File: src/rtl/fracclk_pkg.sv
package fracclk_pkg;
  localparam int SEL_W     = 4;
  localparam int CTRL_W    = 8;
  localparam int EN_BIT    = 4;
  localparam int BUSY_BIT  = 7;
  localparam int DIV_W     = 32;
  localparam int INT_LSB   = 12;

  typedef struct packed {
    logic             en;
    logic [SEL_W-1:0] sel;
  } ctrl_fields_t;
endpackage

File: src/rtl/fracclk_regs.sv
module fracclk_regs
  import fracclk_pkg::*;
(
  input  logic              clk,
  input  logic              rst_n,
  input  logic              ctrl_wr_i,
  input  logic [CTRL_W-1:0] ctrl_wdata_i,
  input  logic              div_wr_i,
  input  logic [DIV_W-1:0]  div_wdata_i,
  output ctrl_fields_t      ctrl_o,
  output logic [DIV_W-1:0]  div_o,
  output logic              restart_o,
  output logic [CTRL_W-1:0] ctrl_rdata_o
);
  ctrl_fields_t     ctrl_q, ctrl_d;
  logic [DIV_W-1:0] div_q, div_d;
  logic             restart_q, restart_d;

  // next-state logic with written-out enables
  always_comb begin
    ctrl_d    = ctrl_q;
    div_d     = div_q;
    restart_d = 1'b0;
    if (ctrl_wr_i) begin
      ctrl_d.en  = ctrl_wdata_i[EN_BIT];
      ctrl_d.sel = ctrl_wdata_i[SEL_W-1:0];
      if (ctrl_wdata_i[SEL_W-1:0] != ctrl_q.sel) restart_d = 1'b1;
    end
    if (div_wr_i) begin
      div_d     = div_wdata_i;
      restart_d = 1'b1;
    end
  end

  always_ff @(posedge clk or negedge rst_n) begin
    if (!rst_n) begin
      ctrl_q    <= '0;
      div_q     <= '0;
      restart_q <= 1'b0;
    end else begin
      ctrl_q    <= ctrl_d;
      div_q     <= div_d;
      restart_q <= restart_d;
    end
  end

  assign ctrl_o    = ctrl_q;
  assign div_o     = div_q;
  assign restart_o = restart_q;

  always_comb begin
    ctrl_rdata_o                = '0;
    ctrl_rdata_o[SEL_W-1:0]     = ctrl_q.sel;
    ctrl_rdata_o[EN_BIT]        = ctrl_q.en;
    ctrl_rdata_o[BUSY_BIT]      = ctrl_q.en;
  end

  // busy readback follows the enable bit of the last control write
  assert_busy_follows_R2: assert property (@(posedge clk) disable iff (!rst_n)
    ctrl_wr_i |=> ctrl_rdata_o[BUSY_BIT] == $past(ctrl_wdata_i[EN_BIT]));

  // a divider write always schedules a phase restart
  assert_div_restart_R11: assert property (@(posedge clk) disable iff (!rst_n)
    div_wr_i |=> restart_o);
endmodule

File: src/rtl/fracclk_srcsel.sv
module fracclk_srcsel
  import fracclk_pkg::*;
#(
  parameter logic [(1<<SEL_W)-1:0] GND_MASK = 16'hFC01
) (
  input  logic                   clk,
  input  logic                   rst_n,
  input  logic [(1<<SEL_W)-1:0]  src_i,
  input  logic [SEL_W-1:0]       sel_i,
  output logic                   tick_o
);
  localparam int NUM_SRC = 1 << SEL_W;

  logic [NUM_SRC-1:0] live;

  // slot 0 is ground whatever the mask says
  for (genvar s = 0; s < NUM_SRC; s++) begin : g_slot
    if (s == 0 || GND_MASK[s]) begin : g_gnd
      assign live[s] = 1'b0;
    end else begin : g_wire
      assign live[s] = src_i[s];
    end
  end

  assign tick_o = live[sel_i];

  logic unused_src;
  assign unused_src = ^(src_i & GND_MASK) ^ src_i[0];

  // a grounded slot never delivers a tick downstream
  assert_gnd_slot_silent_R5: assert property (@(posedge clk) disable iff (!rst_n)
    (sel_i == '0 || GND_MASK[sel_i]) |-> !tick_o);
endmodule

File: src/rtl/fracclk_phase.sv
module fracclk_phase
  import fracclk_pkg::*;
#(
  parameter int INT_BITS  = 8,
  parameter int FRAC_BITS = 8
) (
  input  logic             clk,
  input  logic             rst_n,
  input  logic             en_i,
  input  logic             clr_i,
  input  logic             tick_in_i,
  input  logic [DIV_W-1:0] div_i,
  output logic             tick_o
);
  localparam int W = INT_BITS + FRAC_BITS;

  if (W == 0) begin : g_pass
    logic out_q, out_d;

    assign out_d = en_i & tick_in_i;

    always_ff @(posedge clk or negedge rst_n) begin
      if (!rst_n) out_q <= 1'b0;
      else        out_q <= out_d;
    end

    assign tick_o = out_q;

    logic unused_pass;
    assign unused_pass = ^{div_i, clr_i};

    // every enabled source tick passes straight through
    assert_pass_through_R10: assert property (@(posedge clk) disable iff (!rst_n)
      (en_i && tick_in_i) |=> tick_o);
  end else begin : g_frac
    localparam int AW = W + 1;
    localparam logic [AW-1:0] STEP = AW'(1) << FRAC_BITS;

    logic [W-1:0]  dval;
    logic [AW-1:0] dwide, acc_q, acc_d, sum;
    logic          out_q, fire_d, stopped;

    assign dval    = div_i[INT_LSB+INT_BITS-1 -: W];
    assign dwide   = {1'b0, dval};
    assign stopped = !en_i || clr_i || (dval == '0);
    assign sum     = acc_q + STEP;

    always_comb begin
      acc_d  = acc_q;
      fire_d = 1'b0;
      if (stopped) begin
        acc_d = '0;
      end else if (tick_in_i) begin
        if (dwide <= STEP) begin
          fire_d = 1'b1;
          acc_d  = '0;
        end else if (sum >= dwide) begin
          fire_d = 1'b1;
          acc_d  = sum - dwide;
        end else begin
          acc_d  = sum;
        end
      end
    end

    always_ff @(posedge clk or negedge rst_n) begin
      if (!rst_n) begin
        acc_q <= '0;
        out_q <= 1'b0;
      end else begin
        acc_q <= acc_d;
        out_q <= fire_d;
      end
    end

    assign tick_o = out_q;

    logic unused_div;
    assign unused_div = ^div_i;

    // the phase never reaches the divider while running
    assert_acc_below_div_R7: assert property (@(posedge clk) disable iff (!rst_n)
      (!stopped && dwide > STEP) |-> acc_q < dwide);

    // a zero divider field stops the output
    assert_zero_div_stops_R8: assert property (@(posedge clk) disable iff (!rst_n)
      (dval == '0) |=> !tick_o);

    // ratios at or below one fire on every source tick
    assert_fast_ratio_R9: assert property (@(posedge clk) disable iff (!rst_n)
      (!stopped && tick_in_i && dwide <= STEP) |=> tick_o);
  end

  // no output follows a disabled cycle
  assert_disabled_quiet_R3: assert property (@(posedge clk) disable iff (!rst_n)
    !en_i |=> !tick_o);
endmodule

File: src/rtl/fracclk_gen.sv
module fracclk_gen
  import fracclk_pkg::*;
#(
  parameter int              INT_BITS  = 8,
  parameter int              FRAC_BITS = 8,
  parameter logic [15:0]     GND_MASK  = 16'hFC01
) (
  input  logic        clk,
  input  logic        rst_n,
  input  logic [15:0] src_tick_i,
  input  logic        ctrl_wr_i,
  input  logic [7:0]  ctrl_wdata_i,
  input  logic        div_wr_i,
  input  logic [31:0] div_wdata_i,
  output logic [7:0]  ctrl_rdata_o,
  output logic [31:0] div_rdata_o,
  output logic        tick_o
);
  // asynchronous assertion, synchronous release
  logic [1:0] rst_sync_q;
  logic       rst_core_n;

  always_ff @(posedge clk or negedge rst_n) begin
    if (!rst_n) rst_sync_q <= '0;
    else        rst_sync_q <= {rst_sync_q[0], 1'b1};
  end
  assign rst_core_n = rst_sync_q[1];

  ctrl_fields_t     ctrl;
  logic [DIV_W-1:0] div_word;
  logic             restart;
  logic             sel_tick;

  fracclk_regs u_regs (
    .clk          (clk),
    .rst_n        (rst_core_n),
    .ctrl_wr_i    (ctrl_wr_i),
    .ctrl_wdata_i (ctrl_wdata_i),
    .div_wr_i     (div_wr_i),
    .div_wdata_i  (div_wdata_i),
    .ctrl_o       (ctrl),
    .div_o        (div_word),
    .restart_o    (restart),
    .ctrl_rdata_o (ctrl_rdata_o)
  );

  fracclk_srcsel #(.GND_MASK(GND_MASK)) u_srcsel (
    .clk    (clk),
    .rst_n  (rst_core_n),
    .src_i  (src_tick_i),
    .sel_i  (ctrl.sel),
    .tick_o (sel_tick)
  );

  fracclk_phase #(.INT_BITS(INT_BITS), .FRAC_BITS(FRAC_BITS)) u_phase (
    .clk       (clk),
    .rst_n     (rst_core_n),
    .en_i      (ctrl.en),
    .clr_i     (restart),
    .tick_in_i (sel_tick),
    .div_i     (div_word),
    .tick_o    (tick_o)
  );

  assign div_rdata_o = div_word;
endmodule

File: config.mk
export PLATFORM = sky130hd
export DESIGN_NAME = fracclk_gen
export DESIGN_NICKNAME = d
export VERILOG_FILES = /design/src/rtl/fracclk_pkg.sv /design/src/rtl/fracclk_regs.sv /design/src/rtl/fracclk_srcsel.sv /design/src/rtl/fracclk_phase.sv /design/src/rtl/fracclk_gen.sv
export SDC_FILE = /design/constraint.sdc
export NUM_CORES = 1
export LEC_CHECK = 0
export ABC_AREA = 1
export ABC_CLOCK_PERIOD_IN_PS = 2300
export BUFFER_PORTS_ARGS = -buffer_cell sky130_fd_sc_hd__buf_2
export CAP_MARGIN = 20
export CORE_MARGIN = 4
export CORE_UTILIZATION = 52
export CTS_BUF_LIST = sky130_fd_sc_hd__clkbuf_8
export DETAILED_ROUTE_END_ITERATION = 12
export PLACE_DENSITY = 0.79
export SETUP_SLACK_MARGIN = 0.05
export SLEW_MARGIN = 25
export SYNTH_ARGS = -nofsm -noshare
export SYNTH_HDL_FRONTEND = slang
export SYNTH_SLANG_ARGS = --single-unit
File: constraint.sdc
create_clock -name clk -period 2.3 [get_ports clk]
set_clock_uncertainty 0.1 [all_clocks]
set_input_delay 0 -clock clk [delete_from_list [all_inputs] [get_ports clk]]
set_output_delay 0 -clock clk [all_outputs]
set_load 0.02 [all_outputs]
Word level (Yosys, flattened, before mapping)
Index checks and enable logic that the tools add are counted.
{"block": "word_totals", "regBits": 58, "word_cells": 31}
{"block": "classes", "addsub": 2, "magnitude_cmp": 3, "n_eq_ne": 1, "n_mux": 13, "reduce_logical": 5}
{"operator": "17-bit 2-to-1 mux", "count": 4}
{"operator": "17-bit by 9-bit adder with 17-bit output, second input constant", "count": 1}
{"operator": "17-bit by 16-bit greater-or-equal comparator with 1-bit output", "count": 1}
{"operator": "17-bit by 16-bit subtractor with 17-bit output", "count": 1}
{"operator": "16-bit by 9-bit <= comparator with 1-bit output, second input constant", "count": 1}
{"operator": "16-bit zero test", "count": 1}
{"operator": "1-bit 2-to-1 mux", "count": 8}
{"operator": "4-bit by 5-bit less-than comparator with 1-bit output, second input constant", "count": 1}
{"operator": "1-bit binary-select mux with 4-bit select", "count": 1}
{"operator": "4-bit inequality test", "count": 1}
{"operator": "1-bit logical OR", "count": 2}
{"operator": "2-bit nonzero test", "count": 1}
{"operator": "1-bit zero test", "count": 1}

Longest topological paths before layout
Gate-level depths: netlist of run 1.
{"block": "depth", "word_depth": 6, "mapped_depth": 18, "depth_no_buf": 18}

Cells and area by module
A second synthesis of run 1 with hierarchy kept.
{"block": "unflattened", "cells_unflattened": 555, "hier_area_um2": 4006.3}
{"module": "fracclk_phase", "n_inst": 1, "cells_each": 337, "area_per_inst_um2": 2173.3}
{"module": "fracclk_regs", "n_inst": 1, "cells_each": 186, "area_per_inst_um2": 1659.1}
{"module": "fracclk_srcsel", "n_inst": 1, "cells_each": 29, "area_per_inst_um2": 120.1}
{"module": "fracclk_gen", "n_inst": 1, "cells_each": 3, "area_per_inst_um2": 53.8}

Worst setup path before layout of run 1
No wires, ideal clock.
{"block": "synth_path", "path_kind": "register -> register", "from": "register u_phase.g_frac.acc_q[8]", "to": "register u_phase.g_frac.acc_q[8]", "setup_ns": 0.117, "t_arrival_ns": 2.327, "setup_slack_ns": -0.244, "stages_incl_launch_ff": 15, "path_buffers": 1, "cell_sequence": "dfrtp_1 -> ha_1 -> nand2_2 -> nor3_1 -> xor2_1 -> inv_1 -> ha_1 -> nand2_1 -> nor3_2 -> nand3_2 -> nand2_4 -> buf_6 -> nand2_2 -> nand3_1 -> nand2_1"}
{"block": "synth_between", "elab_chain_cells": 6, "elab_cells_between_ends": 7}
{"item": "from (decl)", "line_no": "fracclk_phase.sv:40", "source": "logic [AW-1:0] dwide, acc_q, acc_d, sum;"}
{"item": "from (signal assigned)", "line_no": "fracclk_phase.sv:68", "source": "acc_q <= '0;"}
{"item": "from (signal assigned)", "line_no": "fracclk_phase.sv:71", "source": "acc_q <= acc_d;"}
{"item": "17-bit by 9-bit adder with 17-bit output *", "line_no": "fracclk_phase.sv:46", "source": "assign sum = acc_q + STEP;"}
{"item": "17-bit by 16-bit subtractor with 17-bit output / 17-bit by 16-bit greater-or-equal comparator with 1-bit output (equally long branches)", "line_no": "fracclk_phase.sv:59, fracclk_phase.sv:57"}
{"item": "17-bit 2-to-1 mux *", "line_no": "fracclk_phase.sv:57", "source": "end else if (sum >= dwide) begin"}
{"item": "17-bit 2-to-1 mux *", "line_no": "fracclk_phase.sv:54", "source": "if (dwide <= STEP) begin"}
{"item": "17-bit 2-to-1 mux *", "line_no": "fracclk_phase.sv:53", "source": "end else if (tick_in_i) begin"}
{"item": "17-bit 2-to-1 mux *", "line_no": "fracclk_phase.sv:51", "source": "if (stopped) begin"}
Mark *: on every way between the ends. The rest lies on a longest branch, timed or not. The select of a mux whose other input is x is not followed.
A chain may end at the register's enable or synchronous reset.

Worst setup path after layout of run 1
{"block": "layout_path", "from": "register u_phase.g_frac.acc_q[8]", "to": "register u_phase.g_frac.acc_q[6]"}
{"block": "layout_between", "elab_chain_cells": 6}
{"item": "17-bit by 9-bit adder with 17-bit output", "line_no": "fracclk_phase.sv:46"}
{"item": "17-bit by 16-bit greater-or-equal comparator with 1-bit output", "line_no": "fracclk_phase.sv:57"}
{"item": "17-bit 2-to-1 mux", "line_no": "fracclk_phase.sv:57"}
{"item": "17-bit 2-to-1 mux", "line_no": "fracclk_phase.sv:54"}
{"item": "17-bit 2-to-1 mux", "line_no": "fracclk_phase.sv:53"}
{"item": "17-bit 2-to-1 mux", "line_no": "fracclk_phase.sv:51"}
No other way between the ends. The select of a mux whose other input is x is not followed.

==> key figures, run 1 <==
Setup path
  – Setup CP Type: flip-flop to flip-flop
  – Startpoint Class: flip-flop
  – Req. time, crit path: 2.49 ns
  – WP data arrival: 2.74 ns
  – Critical path endpoint category: flip-flop
  – Crit Path Max Fanout: 8
  – Reg2Reg Depth: 17

GRT
  – Met1 usage: 30.13%
  – GR Util All Layers: 28.68%
  – Pin count of the biggest net entering global routing: 50
  – Most heavily used metal layer in global routing: met2
  – Initial antenna violation count: 0
  – M3 GR Usage: 6.580%
  – GRT met2 Usage: 52.57%
  – GRT overflow: 0
  – First-pass GRT wire length: 19.26 mm
  – Vias in the first global route: 4,153

Power and ir drop
  – Clock Power Share: 33.9%
  – Leakage: 0.002826 uW
  – Internal Power: 1948 uW
  – Switching pwr: 966.2 uW
  – Switching part of the total: 33.16%
  – Share of power burned in registers: 39.1%
  – Logic gate share of total power: 27.0%
  – PwrDens: 524.3 nW/um^2
  – IR drop worst, VDD: 0.4906 mV

Clock network
  – Inserted Clock Buffers: 9
  – Clock root buffer: clkbuf_8
  – Clock Latency Late Sink: 0.36 ns
  – Worst-path clk slew: 0.08 ns
  – Max clock buf depth: 2
  – CTS tree: yes
  – Clock tree sinks: 58
  – H-Tree Level Count: 3

Placed design
  – Placed inst area: 4494 um^2
  – DP HPWL: 7.701 mm
  – RePlAce Congestion: 0.9352
  – Setup WS pre-CTS: -0.3646 ns
  – Port buffer count: 88

Synthesis
  – XOR/XNOR share of the synthesized area: 3.779%
  – Synth top area share: 39.14%
  – Count leader, synth: nand2_1
  – FFs w/ async S/R, synth: 100.0%
  – Syn_area_per_cell: 7.824 um^2
  – EDFF count, synth: 0
  – Post-synthesis compound-gate area fraction: 7.422%
  – Largest family of logic cells by synthesized area: simple AND/OR/NAND/NOR gates
  – #FFs+latches synth: 58
  – Syn. warnings: 0
  – Sequential share of the synthesized area: 39.14%
  – Synth cell types: 36
  – Top FF cell, synth: dfrtp_1
  – Ranking of synthesized cells by area: dfrtp_1, nand2_1, nand3_1, inv_1, ha_1
  – Mux cell area share after synthesis: 4.858%
  – Synth Cell Area: 3709 um^2
  – Post-Synthesis Cells: 474
  – Adder-cell area share of the yosys netlist: 6.275%
  – Post-Synth Simple-Gate Area: 30.20%
  – Top post-synthesis cells by count: nand2_1, dfrtp_1, inv_1
  – Area leader, netlist: dfrtp_1

STA
  – Final Hold Violating Endpoints: 0
  – Final setup vio count: 18
  – Worst-margin pin slew: 0.8116 ns
  – RSZ-0062 raised after global routing: true
  – Final worst-path cycle share: 110.9%
  – Rel. slew slack: 45.90%
  – Fmax: 0.3919 GHz
  – Setup ws final: -0.2514 ns
  – Post-layout min period: 2.551 ns
  – Final Max Tran Viols: 0
  – Fin Hold WS: 0.1031 ns

Drt
  – Remaining DRCs: 0
  – Antenna-violating nets left: 0
  – Iter 0 DRT Violations: 209
  – Routed len/inst: 16.32 um
  – Final wirelength: 12.27 mm
  – Pre-Repair DR Iteration Count: 6
  – Detailed-route via count: 4,071
  – DR vias/cell: 5.414

Layout
  – Design Area, Final: 5558 um^2
  – Proportion of layout cells with a drive suffix above 1: 34.60%
  – # fillers: 399
  – Final core occ: 80.91%
  – Fin nets: 729
  – Ant. Diodes: 0
  – Syn-to-layout area delta: 49.87%

Die
  – Initial Utilization: 53.99%
  – Row count: 30
  – Die height: 92.45 um
  – Core ar.: 6869 um^2
  – I/O Pins: 101
  – Die W: 92.45 um
  – Area of the die: 8547 um^2

Run status
  – Status: finished with violations
  – Violated checks: negative setup slack

Job
  – Total of max-cap violations: 0

Hold path
  – Hold Path Class: flip-flop to async pin
-- cells in the final DEF (no fill, tap or decap), drive strengths merged --
| cell | Yosys | final |
|---|---|---|
| buf | 9 | 127 |
| dfrtp | 58 | 58 |
| dlygate4sd3 | 0 | 50 |
| mux2 | 16 | 16 |
| conb | 2 | 3 |
| clkinvlp | 0 | 3 |
| clkinv | 1 | 3 |
| o211ai | 1 | 1 |
| fa | 1 | 1 |
| ha | 17 | 17 |
| nand3 | 55 | 55 |
| nand2 | 126 | 127 |
| a21oi | 15 | 15 |
| o21bai | 2 | 2 |
| clkbuf | 4 | 10 |
| nor2 | 38 | 38 |
| nand4 | 7 | 7 |
| bufinv | 0 | 1 |
| nor3 | 6 | 6 |
| inv | 59 | 59 |
| xor2 | 5 | 5 |
| nand3b | 7 | 7 |
| nor4 | 1 | 1 |
| a21o | 2 | 2 |
| xnor2 | 11 | 11 |
| o21ai | 31 | 31 |
-- state kept, by name (all words and copies together), names as in the netlist --
signal / count
u_regs.div_o: 32
u_phase.g_frac.acc_q: 17
u_regs.ctrl_o: 5
rst_sync_q: 2
u_phase.tick_o: 1
u_regs.restart_o: 1
-- worst paths after layout --
path	start	end	slack, ns
max	u_phase.g_frac.acc_q[8]	u_phase.g_frac.acc_q[6]	-0.25
min	rst_sync_q[1]	u_phase.g_frac.acc_q[11]	0.10
max reg2reg	u_phase.g_frac.acc_q[8]	u_phase.g_frac.acc_q[6]	-0.25
min reg2reg	rst_sync_q[1]	u_phase.g_frac.acc_q[11]	0.10
max in group asynchronous	rst_sync_q[1]	u_phase.g_frac.acc_q[5]	1.44
min in group clk	div_wr_i	u_regs.div_o[6]	0.16
-- per-stage QoR --
stage | std cells | setup TNS [ns] | total power [uW]
finish | 752 | -4.105 | 2914
global route | 752 | -6.798 | 3025
CTS | 745 | -4.763 | 2851
detailed placement | 676 | -4.933 | 1793
global placement | 676 | -3.970 | 1776
floorplan | 475 | -0.7663 | 1555
-- per-layer routing --
metal | routed length, um | part of all wire, %
met1 | 4505 | 37
met3 | 816 | 6.7
met4 | 567 | 4.6
met5 | 0 | 0
met2 | 6379 | 52
-- power by group through the flow --
stage	Combinational (uW)	Sequential (uW)	Clock (uW)
6_report	787	1140	988
5_1_grt	847	1150	1030
4_1_cts	729	1130	989
3_5_place_dp	640	1150	0
3_3_place_gp	628	1150	0
2_1_floorplan	325	1230	0
-- cells by family after synthesis --
| logic type | count (synthesis) |
|---|---|
| compound gates | 51 |
| fa+ha+maj | 18 |
| xor+xnor | 16 |
| simple gates | 240 |
| flops | 58 |
| mux | 16 |
| buf+inv | 73 |
| other cells | 2 |
-- cell type report --
type	count	area, um^2	area share (%)
flip-flops and latches	58	1453	26.14
repair buffers	177	1274	22.92
clock buffers	10	137.6	2.476
clock inverters	6	66.31	1.193
multi-input cells	345	2282	41.06
well taps	96	120.1	2.161
inverters	60	225.2	4.052
-- worst max-delay path: stages, from the launching register on --
cell	delay, ns
dfrtp_1	0.42
nand3_2	0.14
nor2_4	0.11
inv_1	0.06
o21bai_1	0.17
nand2_2	0.08
inv_1	0.06
ha_1	0.25
buf_4	0.17
nand2_4	0.09
inv_1	0.06
nand2_2	0.08
a21oi_4	0.07
nor2_8	0.19
nand3_4	0.13
nand2_8	0.13
nand3_2	0.08
nand2_1	0.08
-- what timing repair did --
action,in CTS,in global routing
setup endpoints to repair,18,18
setup buffers,2,7
hold endpoints to repair,40,0
hold buffers,50,0
pin swaps,14,21
resized for setup,16,38
gates cloned,1,0
Note: power is estimated with default switching activity, not from simulation.
==> inputs of run 2 (changes only) <==
Settings changed: CORE_ASPECT_RATIO set to 1.75.
==> run 2 against run 1 <==
- the flow still finishes with violations (negative setup slack)
- largest cell class unchanged
- flip-flop and latch count is the same
- highest routed layer unchanged
- core utilization grew 2.0 points
- critical path depth shrank 2
==> key figures, run 2 (synthesized netlist as in run 1, its figures left out) <==
Run status
  – Status: finished with violations (unchanged)
  – Violated checks: negative setup slack (unchanged)

GRT
  – Pin count of the biggest net entering global routing: 50 (unchanged)
  – GRT overflow: 0 (unchanged)
  – First-pass GRT wire length: 20.89 mm (was 19.26 mm)
  – GR Util All Layers: 31.57% (was 28.68%)
  – Initial antenna violation count: 0 (unchanged)
  – Vias in the first global route: 4,404 (was 4,153)

Clock network
  – Clock root buffer: clkbuf_8 (unchanged)
  – Worst-path clk slew: 0.07 ns (was 0.08 ns)
  – CTS tree: yes (unchanged)
  – Max clock buf depth: 2 (unchanged)
  – Clock Latency Late Sink: 0.35 ns (was 0.36 ns)
  – H-Tree Level Count: 3 (unchanged)
  – Clock tree sinks: 58 (unchanged)
  – Inserted Clock Buffers: 9 (unchanged)

Placed design
  – Inst Count DP: 678 (was 676)
  – Setup WS pre-CTS: -0.2794 ns (was -0.3646 ns)
  – Placed inst area: 4584 um^2 (was 4494 um^2)
  – RePlAce Congestion: 1.033 (was 0.9352)
  – DP HPWL: 8.468 mm (was 7.701 mm)
  – Port buffer count: 88 (unchanged)

Layout
  – Flip-flop count of the largest register after layout: 32 (unchanged)
  – Most frequent cells in the layout: nand2_1, buf_2, dfrtp_1, inv_1 (was nand2_1, buf_2, dfrtp_1, inv_1, dlygate4sd3_1)
  – Proportion of layout cells with a drive suffix above 1: 37.16% (was 34.60%)
  – Ant. Diodes: 0 (unchanged)
  – Register area: 1453 um^2 (unchanged)
  – Most common cell after layout, fill and taps aside: nand2_1 (unchanged)
  – # fillers: 380 (was 399)
  – Syn-to-layout area delta: 54.42% (was 49.87%)
  – Area of the multi-input gates: 2356 um^2 (was 2282 um^2)
  – Final cell count without fillers: 754 (was 752)
  – Design Area, Final: 5727 um^2 (was 5558 um^2)
  – Fin nets: 743 (was 729)

Drt
  – Antenna-violating nets left: 0 (unchanged)
  – Iter 0 DRT Violations: 324 (was 209)
  – Detailed-route via count: 4,243 (was 4,071)
  – Pre-Repair DR Iteration Count: 5 (was 6)
  – Routed len/inst: 18.35 um (was 16.32 um)
  – Final wirelength: 13.83 mm (was 12.27 mm)
  – DR vias/cell: 5.627 (was 5.414)
  – Remaining DRCs: 0 (unchanged)

Die
  – Die height: 119.7 um (was 92.45 um)
  – Die W: 71.84 um (was 92.45 um)
  – I/O Pins: 101 (unchanged)
  – Row count: 40 (was 30)
  – Core ar.: 6907 um^2 (was 6869 um^2)
  – Area of the die: 8600 um^2 (was 8547 um^2)
  – Initial Utilization: 53.70% (was 53.99%)

STA
  – Worst-margin pin slew: 0.8705 ns (was 0.8116 ns)
  – Post-layout min period: 2.615 ns (was 2.551 ns)
  – Final setup vio count: 18 (unchanged)
  – Final worst-path cycle share: 113.7% (was 110.9%)
  – Final setup TNS: -4.639 ns (was -4.105 ns)
  – Setup ws final: -0.3153 ns (was -0.2514 ns)
  – Fin Hold WS: 0.1649 ns (was 0.1031 ns)
  – Final Max Tran Viols: 0 (unchanged)
  – Fmax: 0.3824 GHz (was 0.3919 GHz)
  – Rel. slew slack: 41.97% (was 45.90%)
  – Final Hold Violating Endpoints: 0 (unchanged)
  – RSZ-0062 raised after global routing: true (unchanged)

Setup path
  – Critical path endpoint category: flip-flop (unchanged)
  – CP peak stage delay: 0.46 ns (was 0.42 ns)
  – Crit Path Max Fanout: 4 (was 8)
  – Slowest-stage cell, CP: dfrtp_1 (unchanged)
  – Crit path cell chain: ha_4, nand2_4, nor3_2, xor2_1, inv_1, ha_4, nand2_4, buf_4, nor3_1, nand2_1, nand2_1, nand2_1, nand3_1, nand3_1, nand2_1 (was nand3_2, nor2_4, inv_1, o21bai_1, nand2_2, inv_1, ha_1, buf_4, nand2_4, inv_1, nand2_2, a21oi_4, nor2_8, nand3_4, nand2_8, nand3_2, nand2_1)
  – Startpoint Class: flip-flop (unchanged)
  – Setup CP Type: flip-flop to flip-flop (unchanged)
  – Worst R2R Start: u_phase.g_frac.acc_q[8] (unchanged)
  – Reg2Reg Depth: 15 (was 17)
  – Req. time, crit path: 2.49 ns (about the same)
  – WP data arrival: 2.80 ns (was 2.74 ns)
  – Reg2reg end: u_phase.g_frac.acc_q[15] (was u_phase.g_frac.acc_q[6])
  – FF-to-FF setup slack: -0.32 ns (was -0.25 ns)
  – Most used cell, CP: nand2_1 (was inv_1)

Power and ir drop
  – Leakage: 0.002955 uW (was 0.002826 uW)
  – IR drop worst, VDD: 0.5310 mV (was 0.4906 mV)
  – PwrDens: 537.6 nW/um^2 (was 524.3 nW/um^2)

Job
  – Total of max-cap violations: 0 (unchanged)

Hold path
  – Hold Path Class: flip-flop to async pin (unchanged)
==> run 2: power by group <==
part / switching, uW / total, uW / leakage, uW / internal, uW
clock: 439 / 1100 / 0.000121 / 666
combinational: 478 / 830 / 0.00211 / 352
sequential: 59.2 / 1140 / 0.000726 / 1090
total: 976 / 3080 / 0.00295 / 2100
==> run 2: per-layer routing <==
metal	vias to the layer above	part of all wire, %	track usage (%)
met5	-	0	0
met4	0	9.6	27.06
met3	99	5.9	5.784
met2	230	53	56.85
met1	1999	31	29.15
li1	1915	-	-
==> run 2: worst max-delay path by stage <==
stage                                           to                    start
final                     u_phase.g_frac.acc_q[15]  u_phase.g_frac.acc_q[8]
after global routing      u_phase.g_frac.acc_q[13]  u_phase.g_frac.acc_q[8]
after CTS                  u_phase.g_frac.acc_q[5]  u_phase.g_frac.acc_q[9]
after detailed placement  u_phase.g_frac.acc_q[16]  u_phase.g_frac.acc_q[8]
after global placement    u_phase.g_frac.acc_q[16]  u_phase.g_frac.acc_q[8]
after floorplan            u_phase.g_frac.acc_q[8]  u_phase.g_frac.acc_q[8]
==> run 2: area by class of cell <==
type / count / share of cell area, %
multi-input cells: 345 / 41.14
flip-flops and latches: 58 / 25.37
repair buffers: 191 / 23.73
inverters: 60 / 3.933
clock buffers: 11 / 2.644
well taps: 84 / 1.835
clock inverters: 5 / 1.355
==> run 2: what timing repair did <==
action / CTS / global route
setup endpoints to repair: 18 / 18
hold buffers: 50 / 0
hold endpoints to repair: 40 / 0
cloned: 0 / 1
pin swaps: 0 / 27
resized for setup: 10 / 59
setup buffers: 3 / 6
==> run 2: stage by stage <==
stage,power (uW),util [%]
3_3_place_gp,1807,66.38
4_1_cts,2981,78.08
2_1_floorplan,1555,-
6_report,3079,82.92
3_5_place_dp,1823,66.38
5_1_grt,3194,82.92
==> run 2: worst max-delay path, delay by kind of cell, from the launching register on <==
family	cells	cell delay, ns
flip-flops	1	0.46
XOR/XNOR	1	0.22
buffers and inverters	2	0.25
adder cells (fa/ha/maj)	2	0.49
AND/OR/NAND/NOR	10	1.03
==> inputs of run 3 (changes only) <==
Settings changed: HOLD_SLACK_MARGIN set to 0.15, PLACE_DENSITY 0.79 to 0.77.
==> run 3 against run 2 <==
- flip-flop and latch count is the same
- hold slack gained 0.030 ns
- sequential share of layout area grew 0.77 points
- highest routed layer unchanged
- the flow still finishes with violations (negative setup slack)
==> key figures, run 3 (synthesized netlist as in run 1, its figures left out) <==
Run status
  – Status: finished with violations (unchanged)
  – Violated checks: negative setup slack (unchanged)

Layout
  – Fin nets: 744 (was 743)
  – Proportion of layout cells with a drive suffix above 1: 33.53% (was 37.16%)
  – Most common cell after layout, fill and taps aside: nand2_1 (unchanged)
  – Final core occ: 80.54% (was 82.92%)
  – Flip-flop count of the largest register after layout: 32 (unchanged)
  – Most frequent cells in the layout: nand2_1, buf_2, dfrtp_1, inv_1, dlygate4sd3_1 (was nand2_1, buf_2, dfrtp_1, inv_1)
  – Ant. Diodes: 0 (unchanged)
  – Syn-to-layout area delta: 50.00% (was 54.42%)

STA
  – Setup ws final: -0.2906 ns (was -0.3153 ns)
  – Rel. slew slack: 42.24% (was 41.97%)
  – Final worst-path cycle share: 112.6% (was 113.7%)
  – Final Max Tran Viols: 0 (unchanged)
  – Worst-margin pin slew: 0.8664 ns (was 0.8705 ns)
  – RSZ-0062 raised after global routing: true (unchanged)
  – Final setup vio count: 18 (unchanged)
  – Fmax: 0.3860 GHz (was 0.3824 GHz)
  – Post-layout min period: 2.591 ns (was 2.615 ns)
  – Final Hold Violating Endpoints: 0 (unchanged)

Setup path
  – Slowest-stage cell, CP: dfrtp_1 (unchanged)
  – WP data arrival: 2.73 ns (was 2.80 ns)
  – Crit path cell chain: ha_4, nand2_4, nor2_4, xor2_1, ha_1, buf_6, nand2_4, nor2_2, nand4_1, nand3_4, nor2_8, buf_6, nand3b_1, nand3_1, nand2_1 (was ha_4, nand2_4, nor3_2, xor2_1, inv_1, ha_4, nand2_4, buf_4, nor3_1, nand2_1, nand2_1, nand2_1, nand3_1, nand3_1, nand2_1)
  – Req. time, crit path: 2.44 ns (was 2.49 ns)
  – CP peak stage delay: 0.44 ns (was 0.46 ns)
  – Startpoint Class: flip-flop (unchanged)
  – Critical path endpoint category: flip-flop (unchanged)
  – Setup CP Type: flip-flop to flip-flop (unchanged)
  – CP Buf/Inv Count: 2 (unchanged)
  – Critical path's top delay family: simple AND/OR/NAND/NOR gates (unchanged)
  – Crit Path Max Fanout: 8 (was 4)

GRT
  – GRT met2 Usage: 59.85% (was 56.85%)
  – Met1 usage: 30.75% (was 29.15%)
  – Most heavily used metal layer in global routing: met2 (unchanged)
  – Vias in the first global route: 4,552 (was 4,404)
  – M3 GR Usage: 5.951% (was 5.784%)
  – GRT overflow: 0 (unchanged)
  – Initial antenna violation count: 0 (unchanged)
  – Pin count of the biggest net entering global routing: 50 (unchanged)
  – First-pass GRT wire length: 21.80 mm (was 20.89 mm)
  – GR Util All Layers: 33.33% (was 31.57%)

Drt
  – Iter 0 DRT Violations: 440 (was 324)
  – Routed len/inst: 18.05 um (was 18.35 um)
  – Final wirelength: 13.63 mm (was 13.83 mm)
  – Detailed-route via count: 4,204 (was 4,243)
  – Pre-Repair DR Iteration Count: 5 (unchanged)
  – Remaining DRCs: 0 (unchanged)
  – Antenna-violating nets left: 0 (unchanged)
  – DR vias/cell: 5.568 (was 5.627)

Die
  – I/O Pins: 101 (unchanged)
  – Initial Utilization: 53.70% (unchanged)
  – Die W: 71.84 um (unchanged)
  – Row count: 40 (unchanged)
  – Core ar.: 6907 um^2 (unchanged)
  – Die height: 119.7 um (unchanged)
  – Area of the die: 8600 um^2 (unchanged)

Clock network
  – Clock tree sinks: 58 (unchanged)
  – H-Tree Level Count: 3 (unchanged)
  – Worst-path clk slew: 0.07 ns (about the same)
  – Clock Latency Late Sink: 0.36 ns (was 0.35 ns)
  – Max clock buf depth: 2 (unchanged)
  – CTS tree: yes (unchanged)
  – Clock root buffer: clkbuf_8 (unchanged)
  – Inserted Clock Buffers: 9 (unchanged)

Placed design
  – Setup WS pre-CTS: -0.3721 ns (was -0.2794 ns)
  – Port buffer count: 88 (unchanged)
  – RePlAce Congestion: 0.9948 (was 1.033)
  – DP HPWL: 8.493 mm (was 8.468 mm)

Power and ir drop
  – Leakage: 0.002927 uW (was 0.002955 uW)
  – PwrDens: 526.7 nW/um^2 (was 537.6 nW/um^2)
  – Final Power: 2930 uW (was 3079 uW)
  – IR drop worst, VDD: 0.4611 mV (was 0.5310 mV)

Job
  – Total of max-cap violations: 0 (unchanged)

Hold path
  – Hold Path Class: primary input to flip-flop (was flip-flop to async pin)
[run 3: cell types whose count changed in the layout (fill, tap and decap cells not counted), moves of 3 or more]
cell,previous run,this run
nand3_2,17,4
nand2_1,108,111
nand2_2,11,7
nand3_1,34,48
a21oi_1,8,12
buf_4,50,47
a21oi_4,4,1
[run 3: area by class of cell]
class | count | area (um^2)
multi-input combinational | 345 | 2205
sequential | 58 | 1454
timing repair buffer | 192 | 1379
fill | 419 | 1344
inverter | 60 | 225.2
clock buffer | 10 | 137.6
tap | 84 | 105.1
clock inverter | 6 | 57.56
[run 3: per-stage QoR]
step	setup TNS [ns]	hold slack (ns)	area, um^2	instances
after floorplan	-0.7663	-0.3956	3771	475
after global placement	-4.094	-0.3145	4539	672
after detailed placement	-5.240	-0.3142	4539	672
after CTS	-3.635	0.1615	5441	750
after global routing	-6.196	0.2114	5563	755
final	-4.200	0.1948	5563	755
[run 3: path summary, 6_finish.rpt]
kind	cells after the start	startpoint	slack, ns	end
setup / recovery	15	u_phase.g_frac.acc_q[9]	-0.29	u_phase.g_frac.acc_q[10]
hold / removal	3	div_wr_i	0.19	u_regs.div_o[15]
setup reg to reg	15	u_phase.g_frac.acc_q[9]	-0.29	u_phase.g_frac.acc_q[10]
hold reg to reg	0	rst_sync_q[1]	0.22	u_regs.ctrl_o[2]
max in group asynchronous	1	rst_sync_q[1]	1.26	u_phase.g_frac.acc_q[0]
min in group asynchronous	0	rst_sync_q[1]	0.22	u_regs.ctrl_o[2]
[run 3: power breakdown]
group / leakage (uW) / internal, uW / switching (uW)
combinational: 0.00210 / 350 / 465
sequential: 0.000725 / 1090 / 61.4
clock: 0.000107 / 522 / 446
total: 0.00293 / 1960 / 972
[run 3: worst register-to-register path, delay by kind of cell (launching register included)]
family	cells	cell delay, ns
buffers and inverters	2	0.32
DFF	1	0.44
and+or+nand+nor	10	0.90
xor gates and xnor gates	1	0.15
adders and majority gates	2	0.59
[run 3: timing repair]
item	CTS	global route
buffers inserted	9	5
gates cloned	1	0
endpoints found under the setup margin	18	18
resized for setup	24	18
hold buffers	52	0
pin swaps	13	23
hold endpoints to repair	41	0
[run 3: per-layer routing]
metal	wire length, um	share of wire (%)
met1	4392	32
met4	1309	9.6
met2	7246	53
met3	679	5.0
met5	0	0
